--- src/rtl/sci_rx_pkg.sv ---
`timescale 1ns/1ps
package sci_rx_pkg;
  localparam int MASTER_EN_BIT = 0;
  localparam int TX_EN_BIT     = 1;
  localparam int RX_MODE_LO    = 3;
  localparam int BREAK_EN_BIT  = 7;
  localparam int RX_EN_BIT     = 0;

  typedef struct packed {
    logic charAvail;
    logic breakSeen;
    logic rxPend;
    logic txPend;
  } chanState_t;

  typedef struct packed {
    logic loadByte;
    logic clrAvail;
    logic setBreak;
    logic setRxPend;
    logic clrRxPend;
    logic setTxPend;
    logic clrTxPend;
  } chanStrobe_t;
endpackage

--- src/rtl/sci_rx_ctrl.sv ---
`timescale 1ns/1ps
module sci_rx_ctrl
  import sci_rx_pkg::*;
(
  input  logic        clk,
  input  logic        rstN,
  input  logic [7:0]  cfgIntr,
  input  logic [7:0]  cfgRx,
  input  logic [7:0]  cfgBreak,
  input  logic        rxValid,
  input  logic        breakEvt,
  input  logic        dataRead,
  input  logic        txSet,
  input  logic        rxPendClr,
  input  logic        txPendClr,
  input  chanState_t  st,
  output chanStrobe_t strb,
  output logic        rxReady,
  output logic        chanIrq
);
  logic [1:0] rxMode;
  logic txSrc, rxSrc, brkSrc;

  assign rxMode  = cfgIntr[RX_MODE_LO +: 2];
  assign rxReady = cfgRx[RX_EN_BIT] & ~st.charAvail;

  always_comb begin
    strb           = '0;
    strb.loadByte  = rxValid & rxReady;
    strb.setRxPend = rxValid & rxReady;
    strb.clrAvail  = dataRead;
    strb.setBreak  = breakEvt;
    strb.clrRxPend = rxPendClr;
    strb.setTxPend = txSet;
    strb.clrTxPend = txPendClr;
  end

  assign txSrc  = cfgIntr[TX_EN_BIT] & st.txPend;
  assign rxSrc  = ((rxMode == 2'b01) | (rxMode == 2'b10)) & st.rxPend;
  assign brkSrc = cfgBreak[BREAK_EN_BIT] & st.breakSeen;
  assign chanIrq = cfgIntr[MASTER_EN_BIT] & (txSrc | rxSrc | brkSrc);

  // no request without master enable
  p_master_gate_r7: assert property (@(posedge clk) disable iff (!rstN)
    chanIrq |-> cfgIntr[MASTER_EN_BIT]);
  // receiver disabled means no load
  p_no_load_disabled_r2: assert property (@(posedge clk) disable iff (!rstN)
    !cfgRx[RX_EN_BIT] |-> !strb.loadByte);
endmodule

--- src/rtl/sci_rx_datapath.sv ---
`timescale 1ns/1ps
module sci_rx_datapath
  import sci_rx_pkg::*;
#(
  parameter int DATA_W = 8
) (
  input  logic              clk,
  input  logic              rstN,
  input  chanStrobe_t       strb,
  input  logic [DATA_W-1:0] rxByte,
  output chanState_t        st,
  output logic [DATA_W-1:0] holdByte
);
  always_ff @(posedge clk or negedge rstN) begin
    if (!rstN) begin
      st       <= '0;
      holdByte <= '0;
    end else begin
      if (strb.loadByte) begin
        holdByte     <= rxByte;
        st.charAvail <= 1'b1;
      end else if (strb.clrAvail) begin
        st.charAvail <= 1'b0;
      end
      if (strb.setBreak) st.breakSeen <= 1'b1;
      if (strb.setRxPend)      st.rxPend <= 1'b1;
      else if (strb.clrRxPend) st.rxPend <= 1'b0;
      if (strb.setTxPend)      st.txPend <= 1'b1;
      else if (strb.clrTxPend) st.txPend <= 1'b0;
    end
  end

  // break-seen is sticky
  p_break_sticky_r5: assert property (@(posedge clk) disable iff (!rstN)
    st.breakSeen |=> st.breakSeen);
  // read without a load clears availability
  p_read_clears_r6: assert property (@(posedge clk) disable iff (!rstN)
    (strb.clrAvail && !strb.loadByte) |=> !st.charAvail);
endmodule

--- src/rtl/sci_rx_unit.sv ---
`timescale 1ns/1ps
module sci_rx_unit
  import sci_rx_pkg::*;
#(
  parameter int NCH    = 2,
  parameter int DATA_W = 8
) (
  input  logic                         clk,
  input  logic                         rstN,
  input  logic [NCH-1:0][7:0]          cfgIntr,
  input  logic [NCH-1:0][7:0]          cfgRx,
  input  logic [NCH-1:0][7:0]          cfgBreak,
  input  logic [NCH-1:0]               rxValid,
  input  logic [NCH-1:0][DATA_W-1:0]   rxByte,
  input  logic [NCH-1:0]               breakEvt,
  input  logic [NCH-1:0]               dataRead,
  input  logic [NCH-1:0]               txSet,
  input  logic [NCH-1:0]               rxPendClr,
  input  logic [NCH-1:0]               txPendClr,
  output logic [NCH-1:0][DATA_W-1:0]   rxData,
  output logic [NCH-1:0]               charAvail,
  output logic [NCH-1:0]               breakSeen,
  output logic [NCH-1:0]               rxPend,
  output logic [NCH-1:0]               txPend,
  output logic [NCH-1:0]               rxReady,
  output logic                         irq
);
  logic [NCH-1:0] chanIrq;

  for (genvar c = 0; c < NCH; c++) begin : gChan
    chanState_t  st;
    chanStrobe_t strb;

    sci_rx_ctrl uCtrl (
      .clk(clk), .rstN(rstN),
      .cfgIntr(cfgIntr[c]), .cfgRx(cfgRx[c]), .cfgBreak(cfgBreak[c]),
      .rxValid(rxValid[c]), .breakEvt(breakEvt[c]), .dataRead(dataRead[c]),
      .txSet(txSet[c]), .rxPendClr(rxPendClr[c]), .txPendClr(txPendClr[c]),
      .st(st), .strb(strb), .rxReady(rxReady[c]), .chanIrq(chanIrq[c])
    );

    sci_rx_datapath #(.DATA_W(DATA_W)) uData (
      .clk(clk), .rstN(rstN), .strb(strb), .rxByte(rxByte[c]),
      .st(st), .holdByte(rxData[c])
    );

    assign charAvail[c] = st.charAvail;
    assign breakSeen[c] = st.breakSeen;
    assign rxPend[c]    = st.rxPend;
    assign txPend[c]    = st.txPend;

    // a full holding register is never overwritten
    p_no_overwrite_r4: assert property (@(posedge clk) disable iff (!rstN)
      (rxValid[c] && charAvail[c]) |=> $stable(rxData[c]));
    // an accepted byte lands with its flags
    p_accept_r3: assert property (@(posedge clk) disable iff (!rstN)
      (rxValid[c] && cfgRx[c][RX_EN_BIT] && !charAvail[c]) |=>
        (charAvail[c] && rxPend[c] && rxData[c] == $past(rxByte[c])));
  end

  assign irq = |chanIrq;

  // shared line follows the channel requests
  p_irq_or_r11: assert property (@(posedge clk) disable iff (!rstN)
    irq |-> (chanIrq != '0));
endmodule

--- config.mk ---
export PLATFORM = sky130hd
export DESIGN_NAME = sci_rx_unit
export DESIGN_NICKNAME = d
export VERILOG_FILES = /design/src/rtl/sci_rx_pkg.sv /design/src/rtl/sci_rx_ctrl.sv /design/src/rtl/sci_rx_datapath.sv /design/src/rtl/sci_rx_unit.sv
export SDC_FILE = /design/constraint.sdc
export NUM_CORES = 1
export LEC_CHECK = 0
export ABC_AREA = 1
export BUFFER_PORTS_ARGS = -buffer_cell sky130_fd_sc_hd__buf_2
export CAP_MARGIN = 20
export CORE_MARGIN = 5
export CORE_UTILIZATION = 30
export CTS_CLUSTER_DIAMETER = 40
export CTS_CLUSTER_SIZE = 25
export DETAILED_ROUTE_END_ITERATION = 8
export PLACE_DENSITY = 0.72
export SYNTH_ARGS = -nofsm -noshare
export SYNTH_HDL_FRONTEND = slang
export SYNTH_SLANG_ARGS = --single-unit
--- constraint.sdc ---
create_clock -name clk -period 0.9 [get_ports clk]
set_input_delay 0.135 -clock clk [delete_from_list [all_inputs] [get_ports clk]]
set_output_delay 0.135 -clock clk [all_outputs]
set_load 0.005 [all_outputs]
==> results of run 1 <==
## final cells by class
class | count | area (sq um)
Clock buffer | 3 | 22.5
Multi-Input combinational cell | 79 | 522
Sequential cell | 24 | 601
Timing Repair Buffer | 101 | 676
Fill cell | 327 | 1410
Inverter | 14 | 52.6
Tap cell | 46 | 57.6
## power breakdown
group | leakage, nW | internal (W) | total [W] | switching, W
logic | 0.763 | 0.000575 | 0.00101 | 0.000439
clock network | 0.0138 | 0.000156 | 0.000449 | 0.000293
registers | 0.288 | 0.00124 | 0.00135 | 0.000107
## cell usage in the layout, fill, tap and decap left out
cell,n
o21bai_1,2
or2_4,1
buf_2,64
nand3_2,9
inv_1,14
or2_2,1
nand2_8,4
buf_8,2
buf_4,16
clkbuf_4,3
dfrtp_1,24
buf_6,12
nand2_1,30
nand2_2,17
nor2_4,2
nand3_1,9
dlygate4sd3_1,7
o21ai_2,4
## how the worst max path moves through the flow
stage / start / depth (start not counted) / to / slack, ps
6_report: gChan[1].uData.st[2]$_DFFE_PN0P_ / 7 / irq / -350
5_1_grt: gChan[0].uData.st[2]$_DFFE_PN0P_ / 7 / irq / -500
4_1_cts: gChan[0].uData.st[2]$_DFFE_PN0P_ / 7 / irq / -360
3_5_place_dp: gChan[0].uData.st[3]$_DFFE_PN0P_ / 4 / gChan[0].uData.holdByte[7]$_DFFE_PN0P_ / -70
3_3_place_gp: gChan[1].uData.st[3]$_DFFE_PN0P_ / 4 / gChan[1].uData.holdByte[5]$_DFFE_PN0P_ / -60
2_1_floorplan: gChan[0].uData.st[3]$_DFFE_PN0P_ / 4 / gChan[0].uData.holdByte[0]$_DFFE_PN0P_ / -20
## repair_timing
item	CTS	global route
gates resized for setup	24	32
hold buffers	7	0
endpoints found under the setup margin	47	48
setup buffers	13	8
pin swaps	3	13
gates cloned	1	1
endpoints found under the hold margin	30	0
## per-stage QoR
step                setup TNS (ps)  hold WS, ps
global placement              -887          133
floorplan                     -279         -161
finish                       -5610         14.9
global route                 -8090        -1.51
detailed placement           -1000          138
CTS                          -5770         2.63
## flip-flops by register name, summed over array words and instances (netlist names)
name,count
gChan.uData.st,8
gChan.uData.holdByte,16
## per-layer routing
layer	up-vias	track usage, %	part of all wire (%)
li1	574	-	-
met1	543	13.9	36
met2	34	24.3	56
met3	2	1.94	6.9
met4	0	7.30	1.0
met5	-	0	0
## kinds of logic (layout without fill, tap and decap cells)
group                  after synthesis  count (layout)  share of synthesized area [%]
AND/OR/NAND/NOR                     71              73                           31.2
flip-flops                          24              24                           57.9
buffers and inverters               18             118                           7.48
AO/OA/AOI/OAI                        6               6                           3.38
==> reports/results.ini, run 1 <==
[yosys]
synth_cell_type_count = 11
avgSynthCellArea_sq_um = 8.72
yosys.area.top_type = dfrtp_1
ys_seq_elements = 24
ys_top_cells_by_area = dfrtp_1, nand2_1, nand3_1, inv_1, nand2_4
synth_common_cells = nand2_1, dfrtp_1, nand3_1
yosys_warnings = 0
seq_area_frac_synth_pct = 57.9
syn_area_sq_mm = 0.00104
synth_edf_count = 0
synthArstFlopShare_pct = 100
synth_top_area_share_pct = 57.9
synth_nets = 197
post-synth-top-count-cell = nand2_1
synth_top_flop_cell = dfrtp_1
postSynthCellCount = 119

[critical_path]
r2r-end = gChan[1].uData.holdByte[7]$_DFFE_PN0P_
cp_top_family = flip-flops
arrival_ps = 1120
critical_path.most_common_cell = nand2_1
regToRegSetupSlack_ps = -160
cp_cell_sequence = nand2_1 -> nand2_1 -> inv_1 -> nand2_1 -> nand2_1 -> nand2_1 -> buf_2
crit_buf_inv = 2
cpPeakStageDelay_ps = 410
cp-start-kind = flop
reg2regPathDepth = 5
path_max_fanout = 2
crit_type = reg -> out
endpoint_kind = primary output
cp.required_ps = 760
slowest_stage = dfrtp_1
rr_startpoint = gChan[1].uData.st[3]$_DFFE_PN0P_

[floorplanning]
start_util_pct = 31.1
core_sq_mm = 0.00334
die-area_sq_mm = 0.00473
ios = 105
rows = 21
fp.dieW_microns = 68.8
fp.dieH_microns = 68.8

[placed_design]
place_ws_ps = -74.3
hpwl_microns = 2040
portBuffers = 68
place_area_sq_mm = 0.00146
gp_congestion = 0.680
placed_cells = 235

[timing]
slew_headroom_pct = 75.4
timing.final.ws_setup_ps = -351
fin_crit_sh_pct = 139
rsz0062_at_grt = yes
hold_viol = 0
finalMaxSlewViolations = 0
finalSetupViolCount = 47
worst_slew_pin_slew_ps = 370
max_freq_mhz = 800
final.setup_skew_ps = 0.869
fin_crit_ps = 1250

[grt]
grt_util_all_layers_pct = 13.0
grt-ovfl-total = 0
grt_pass1_wl_microns = 4540
grt_pass1_vias = 1101
grt_max_degree = 25
antenna_found_initial = 0

[clock_network]
htree_levels = 1
cts_num_sinks = 24
cts_tree = yes
clk_pin_slew_ps = 120
clockBufferDepth = 2
cts_buffers = 3
cts_root_buf = clkbuf_4
clk-insertion-delay-late_ps = 300

[min_path]
hp-class = in -> reg
min-delay-start = txSet[1]
hold_depth = 2
whs_endpoint = gChan[1].uData.st[0]$_DFFE_PN0P_

[pwr]
total_power_w = 0.00281
cellLeakagePower_nw = 1.06
vdd_drop_max_mv = 0.727
power_density_mw_per_mm2 = 1460

[detailed_routing]
drt_iter0_drc = 20
wire_per_inst_microns = 12.4
wl_microns = 3320
num_vias = 1153
ant_nets = 0
via_per_inst = 4.32
drtPass1Iterations = 4
drc = 0

[status]
status = finished, violations left
violations = negative setup slack

[final_layout]
fin_util_pct = 57.9
final_layout_size_suffix_gt1_share_pct = 61.1
fin_area_sq_mm = 0.00193
nets = 301
fin_cells = 267
synthToLayoutAreaGrowth_pct = 86.1
diodes = 0

[flow_run]
drv_cap = 0

Power figures use the tool's default switching activity.
==> inputs of run 2 (changes only) <==
--- a/config.mk
+++ b/config.mk
@@ -5,7 +5,6 @@
 export SDC_FILE = /design/constraint.sdc
 export NUM_CORES = 1
 export LEC_CHECK = 0
-export ABC_AREA = 1
 export BUFFER_PORTS_ARGS = -buffer_cell sky130_fd_sc_hd__buf_2
 export CAP_MARGIN = 20
 export CORE_MARGIN = 5
@@ -13,7 +12,8 @@
 export CTS_CLUSTER_DIAMETER = 40
 export CTS_CLUSTER_SIZE = 25
 export DETAILED_ROUTE_END_ITERATION = 8
-export PLACE_DENSITY = 0.72
+export PLACE_DENSITY = 0.74
 export SYNTH_ARGS = -nofsm -noshare
 export SYNTH_HDL_FRONTEND = slang
 export SYNTH_SLANG_ARGS = --single-unit
+export TNS_END_PERCENT = 10
==> constraint.sdc (replaced) <==
create_clock -name clk -period 0.9 [get_ports clk]
set_input_delay 0.135 -clock clk [delete_from_list [all_inputs] [get_ports clk]]
set_output_delay 0.135 -clock clk [all_outputs]
set_load 0.02 [all_outputs]
==> run 2 against run 1 <==
  * The flow still finishes with violations (negative setup slack)
  * Sequential cell count did not move
  * Combinational power is 5% lower
  * Synthesized cell count decreased by 44%
  * Clock skew rose by 13 ps
  * Die area is 5.8% lower
  * Clock power up 23%
  * Critical path depth is 4 lower
  * First-iteration DRC count increased by 15%
  * Cell area decreased by 17%
  * Area after synthesis down 6.8%
  * Non-clock buffer count is 20 lower
  * Highest routed layer unchanged
==> reports/results.ini, run 2 <==
[critical_path]
cp.required_ps = 760  ; about the same
endpoint_kind = primary output
path_max_fanout = 2  ; unchanged
arrival_ps = 1470  ; +350 ps
cp-start-kind = flop
crit_type = reg -> out

[floorplanning]
ios = 105  ; unchanged
rows = 20  ; -4.8%
start_util_pct = 31.4  ; +0.34 points
fp.dieW_microns = 66.8  ; -2.9%
core_sq_mm = 0.00308  ; -7.8%
die-area_sq_mm = 0.00446  ; -5.8%
fp.dieH_microns = 66.8  ; -2.9%

[pwr]
cellLeakagePower_nw = 0.822  ; -23%
combPwrFrac_pct = 33.3  ; -2.8 points
vdd_drop_max_mv = 1.10  ; +51%
power_frac_seq_pct = 47.4  ; -0.5 points
netSwitchingFraction_pct = 31.4  ; +1.6 points
power_density_mw_per_mm2 = 1800  ; +24%
clkPwrFrac_pct = 19.3  ; +3.3 points
cell_internal_pwr_w = 0.00197  ; -0.10%
p_switching_w = 0.000903  ; +7.6%

[yosys]
yosys.area.top_type = dfrtp_1
synth_nets = 145  ; -26%
ys_top_cells_by_area = dfrtp_1, mux2_2, inv_1, nor2b_4, nand2_4
synth_common_cells = dfrtp_1, mux2_2, inv_1
yosys_warnings = 0  ; unchanged
avgSynthCellArea_sq_um = 14.4  ; +66%
synth_top_area_share_pct = 62.1  ; +4.2 points
synth_edf_count = 0  ; unchanged
postSynthCellCount = 67  ; -44%
syn_area_sq_um = 967  ; -6.8%
synth_cell_type_count = 12  ; +1
ys_seq_elements = 24  ; unchanged
synthArstFlopShare_pct = 100  ; unchanged
synth_top_flop_cell = dfrtp_1
post-synth-top-count-cell = dfrtp_1
seq_area_frac_synth_pct = 62.1  ; +4.2 points

[detailed_routing]
wl_microns = 2660  ; -20%
drtPass1Iterations = 6  ; +2
via_per_inst = 4.34  ; +0.51%
num_vias = 842  ; -27%
drc = 0  ; unchanged
wire_per_inst_microns = 13.7  ; +11%
drt_iter0_drc = 23  ; +15%
ant_nets = 0  ; unchanged

[timing]
slew_headroom_pct = 64.9  ; -10 points
finalSetupViolCount = 43  ; -8.5%
fin_crit_sh_pct = 178  ; +39 points
max_freq_mhz = 624  ; -22%
fin_crit_ps = 1600  ; +352 ps
worst_slew_pin_slew_ps = 526  ; +156 ps
timing.final.ws_setup_ps = -703  ; -352 ps
finalMaxSlewViolations = 0  ; unchanged
hold_viol = 0  ; unchanged
final.setup_skew_ps = 13.8  ; +13.0 ps
rsz0062_at_grt = yes

[final_layout]
diodes = 0  ; unchanged
fill_cells = 277  ; -15%
nets = 229  ; -24%
top_register = gChan.uData.holdByte
synthToLayoutAreaGrowth_pct = 65.1
largest_reg_flops = 16  ; unchanged
final_layout_size_suffix_gt1_share_pct = 70.0  ; +8.9 points
final_cell_mix = buf_2, dfrtp_1, mux2_2
fin_area_sq_mm = 0.00160  ; -17%
top_regs = gChan.uData.holdByte (16), gChan.uData.st (8)
layout_commonest_cell = buf_2

[clock_network]
clk-insertion-delay-late_ps = 310  ; about the same
htree_levels = 1  ; unchanged
cts_root_buf = clkbuf_4
cts_num_sinks = 24  ; unchanged
clockBufferDepth = 2  ; unchanged
clk_pin_slew_ps = 130  ; about the same
cts_tree = yes
cts_buffers = 3  ; unchanged

[status]
violations = negative setup slack
status = finished, violations left

[placed_design]
portBuffers = 68  ; unchanged
hpwl_microns = 2020  ; -0.82%
gp_congestion = 0.719  ; +5.8%
place_area_sq_mm = 0.00140  ; -4.1%
place_ws_ps = -331  ; -256 ps

[grt]
antenna_found_initial = 0  ; unchanged
grt_pass1_vias = 981  ; -11%
grt_max_degree = 25  ; unchanged
grt_pass1_wl_microns = 4210  ; -7.3%
grt_util_all_layers_pct = 12.6  ; -0.41 points
grt-ovfl-total = 0  ; unchanged

[flow_run]
drv_cap = 0  ; unchanged

[min_path]
hp-class = in -> reg

[run 2: power by group through the flow]
stage / Combinational [W] / Sequential, W / Clock (W)
3_5_place_dp: 0.000871 / 0.00139 / 0
2_1_floorplan: 0.000255 / 0.00161 / 0
4_1_cts: 0.000940 / 0.00136 / 0.000577
3_3_place_gp: 0.000854 / 0.00137 / 0
5_1_grt: 0.00102 / 0.00139 / 0.000616
6_report: 0.000956 / 0.00136 / 0.000554
[run 2: kinds of logic (layout without fill, tap and decap cells)]
| logic type | count (synthesis) | after routing | synth area share (%) |
|---|---|---|---|
| AOI/OAI and AO/OA | 9 | 9 | 6.34 |
| xor gates and xnor gates | 2 | 2 | 1.81 |
| buffers and inverters | 10 | 93 | 4.66 |
| DFF | 24 | 24 | 62.1 |
| muxes | 16 | 16 | 18.6 |
| and+or+nand+nor | 6 | 6 | 6.47 |
[run 2: routing by layer]
metal | GRT usage, % | vias up | wire length (microns)
met5 | 0 | - | 0
met1 | 12.3 | 407 | 900
met2 | 25.2 | 42 | 1550
met3 | 2.87 | 2 | 180
met4 | 4.57 | 0 | 34
li1 | - | 391 | -
[run 2: final timing paths]
check / cells after the start / endpoint / slack (ps) / startpoint
max in group asynchronous: 2 / gChan[1].uData.st[3]$_DFFE_PN0P_ / 200 / rstN
max: 3 / irq / -700 / gChan[1].uData.st[0]$_DFFE_PN0P_
min in group asynchronous: 2 / gChan[1].uData.holdByte[7]$_DFFE_PN0P_ / 310 / rstN
max reg2reg: 3 / gChan[0].uData.holdByte[0]$_DFFE_PN0P_ / -220 / gChan[0].uData.st[3]$_DFFE_PN0P_
min: 2 / gChan[0].uData.st[2]$_DFFE_PN0P_ / 10 / breakEvt[0]
min reg2reg: 1 / gChan[1].uData.holdByte[5]$_DFFE_PN0P_ / 510 / gChan[1].uData.holdByte[5]$_DFFE_PN0P_
[run 2: cell type report]
type	count	area [sq um]	share of cell area, %
flip-flops and latches	24	604	37.9
well taps	44	55.1	3.45
multi-input cells	33	334	20.9
repair buffers	81	537	33.6
inverters	8	30.0	1.88
clock buffers	4	36.3	2.27
[run 2: per-stage QoR]
| step | hold WS [ps] | power, W | instances | TNS (ps) | utilization, % |
|---|---|---|---|---|---|
| global placement | 135 | 0.00222 | 182 | -2610 | 45.3 |
| floorplan | -161 | 0.00187 | 67 | -3140 | - |
| global route | 6.30 | 0.00303 | 194 | -9740 | 51.9 |
| finish | 11.6 | 0.00287 | 194 | -7700 | 51.9 |
| detailed placement | 143 | 0.00226 | 182 | -3060 | 45.3 |
| CTS | 1.23 | 0.00288 | 193 | -8040 | 50.4 |
[run 2: what timing repair did]
action | in CTS | in global routing
endpoints found under the setup margin | 44 | 47
gates resized for setup | 17 | 14
setup buffers | 0 | 1
pin swaps | 3 | 3
endpoints found under the hold margin | 30 | 0
hold buffers | 7 | 0
[run 2: critical path, stage by stage (launching register included)]
cell      delay (ps)
dfrtp_1          410
a222oi_1         420
o22ai_2          170
buf_6            160
==> inputs of run 3 (changes only) <==
--- a/config.mk
+++ b/config.mk
@@ -13,6 +13,7 @@
 export CTS_CLUSTER_SIZE = 25
 export DETAILED_ROUTE_END_ITERATION = 8
 export PLACE_DENSITY = 0.74
+export SKIP_LAST_GASP = 1
 export SYNTH_ARGS = -nofsm -noshare
 export SYNTH_HDL_FRONTEND = slang
 export SYNTH_SLANG_ARGS = --single-unit
==> run 3 against run 2 <==
  * The run still ends with negative setup slack left
  * Sequential cell count is the same
  * Register-to-register slack is essentially flat
  * Maximum frequency grew 0.91%
  * Final cell count grew 1.0%
  * Cell area shrank 2.0%
  * Routed wire length shrank 3.4%
  * Worst hold slack gained 11 ps
  * Core utilization shrank 1.0 points
  * Sequential share of layout area grew 0.76 points
  * Clock power shrank 2%
  * Setup slack gained 15 ps
  * Critical endpoint unchanged
  * Highest routed layer unchanged
==> reports/results.ini, run 3 (synthesis gave the netlist of run 2 again) <==
[timing]
hold_viol = 0  ; unchanged
timing.final.ws_setup_ps = -688  ; +14.5 ps
slew_headroom_pct = 65.9  ; +1.0 points
fin_crit_sh_pct = 176  ; -1.6 points
hold_slack_ps = 22.7  ; +11.1 ps
final.setup_skew_ps = 9.12  ; -4.72 ps
fin_crit_ps = 1590  ; -14.5 ps
worst_slew_pin_slew_ps = 511  ; -15.2 ps
finalMaxSlewViolations = 0  ; unchanged
finalSetupViolCount = 44  ; +2.3%
rsz0062_at_grt = yes
max_freq_mhz = 630  ; +0.91%

[clock_network]
clockBufferDepth = 2  ; unchanged
htree_levels = 1  ; unchanged
clk_pin_slew_ps = 130  ; about the same
cts_root_buf = clkbuf_4
cts_buffers = 3  ; unchanged
clk-insertion-delay-late_ps = 310  ; about the same
cts_tree = yes
cts_num_sinks = 24  ; unchanged

[final_layout]
final_layout_size_suffix_gt1_share_pct = 69.1  ; -0.92 points
top_regs = gChan.uData.holdByte (16), gChan.uData.st (8)
final_cell_mix = buf_2, dfrtp_1, mux2_2
nets = 231  ; +0.87%
synthToLayoutAreaGrowth_pct = 61.8
diodes = 0  ; unchanged
fin_cells = 196  ; +1.0%
largest_reg_flops = 16  ; unchanged
top_register = gChan.uData.holdByte
layout_commonest_cell = buf_2

[critical_path]
arrival_ps = 1450  ; -20 ps
path_max_fanout = 3  ; +1
cp-start-kind = flop
cp.required_ps = 760  ; about the same
endpoint_kind = primary output
crit_type = reg -> out

[detailed_routing]
wl_microns = 2570  ; -3.4%
drc = 0  ; unchanged
num_vias = 844  ; +0.24%
via_per_inst = 4.31  ; -0.79%
drt_iter0_drc = 19  ; -17%
ant_nets = 0  ; unchanged
drtPass1Iterations = 6  ; unchanged
wire_per_inst_microns = 13.1  ; -4.4%

[floorplanning]
start_util_pct = 31.4  ; unchanged
fp.dieH_microns = 66.8  ; unchanged
fp.dieW_microns = 66.8  ; unchanged
die-area_sq_mm = 0.00446  ; unchanged
core_sq_mm = 0.00308  ; unchanged
ios = 105  ; unchanged
rows = 20  ; unchanged

[pwr]
total_power_w = 0.00284  ; -1.2%
vdd_drop_max_mv = 1.10  ; -0.20%
power_density_mw_per_mm2 = 1810  ; +0.81%
cellLeakagePower_nw = 0.810  ; -1.5%

[grt]
grt_pass1_wl_microns = 4050  ; -3.8%
grt_max_degree = 25  ; unchanged
grt_pass1_vias = 958  ; -2.3%
grt-ovfl-total = 0  ; unchanged
grt_util_all_layers_pct = 12.1  ; -0.53 points
antenna_found_initial = 0  ; unchanged

[placed_design]
portBuffers = 68  ; unchanged
hpwl_microns = 2020  ; unchanged
placed_cells = 182  ; unchanged
gp_congestion = 0.719  ; unchanged

[min_path]
hp-class = in -> reg

[status]
violations = negative setup slack
status = finished, violations left

[flow_run]
drv_cap = 0  ; unchanged

[run 3: changes by cell type in the layout (fill, tap and decap cells not counted), sizes merged]
cell / before / now
buf: 74 / 75
dlygate4sd3: 7 / 8
[run 3: metal layers]
metal	global-route usage [%]	vias to the layer above	wire length (microns)
li1	-	397	-
met1	11.8	409	868
met2	24.0	36	1500
met3	2.87	2	169
met4	4.57	0	34
met5	0	-	0
[run 3: repair_timing]
item,CTS,global route
endpoints found under the hold margin,30,1
pin swaps,1,2
hold buffers,7,1
gates cloned,0,0
buffers inserted,0,2
setup endpoints to repair,44,48
resized for setup,7,5
[run 3: critical path: stages (launching register included)]
cell and delay (ps):
dfrtp_1 420, a222oi_1 420, o22ai_2 150, buf_6 160
[run 3: per-stage QoR]
stage	instance area (sq um)	utilization, %	TNS (ps)	worst slack (ps)
after floorplan	977	-	-3140	-222
after global placement	1400	45.3	-2610	-287
after detailed placement	1400	45.3	-3060	-331
after CTS	1520	49.5	-8180	-681
after global routing	1570	50.9	-9960	-779
final	1570	50.9	-7690	-688
[run 3: final cells by class]
class / instances / area, sq um
Inverter: 8 / 30.0
Tap cell: 44 / 55.1
Timing Repair Buffer: 83 / 512
Clock buffer: 4 / 36.3
Fill cell: 287 / 1510
Multi-Input combinational cell: 33 / 328
Sequential cell: 24 / 604
[run 3: worst paths after layout]
| kind | start | endpoint | slack, ps | depth (start not counted) |
|---|---|---|---|---|
| worst max-delay path | gChan[1].uData.st[0]$_DFFE_PN0P_ | irq | -690 | 3 |
| worst min-delay path | breakEvt[0] | gChan[0].uData.st[2]$_DFFE_PN0P_ | 20 | 2 |
| worst max register to register | gChan[0].uData.st[3]$_DFFE_PN0P_ | gChan[0].uData.holdByte[0]$_DFFE_PN0P_ | -220 | 3 |
| worst min register to register | gChan[1].uData.holdByte[5]$_DFFE_PN0P_ | gChan[1].uData.holdByte[5]$_DFFE_PN0P_ | 520 | 1 |
| max in group asynchronous | rstN | gChan[1].uData.st[3]$_DFFE_PN0P_ | 200 | 2 |
| min in group asynchronous | rstN | gChan[1].uData.holdByte[7]$_DFFE_PN0P_ | 320 | 2 |
[run 3: power by group]
| group | leakage [nW] | internal, W | switching (W) |
|---|---|---|---|
| combinational | 0.514 | 0.000444 | 0.000488 |
| clock | 0.0210 | 0.000247 | 0.000298 |
| sequential | 0.274 | 0.00126 | 0.0000985 |
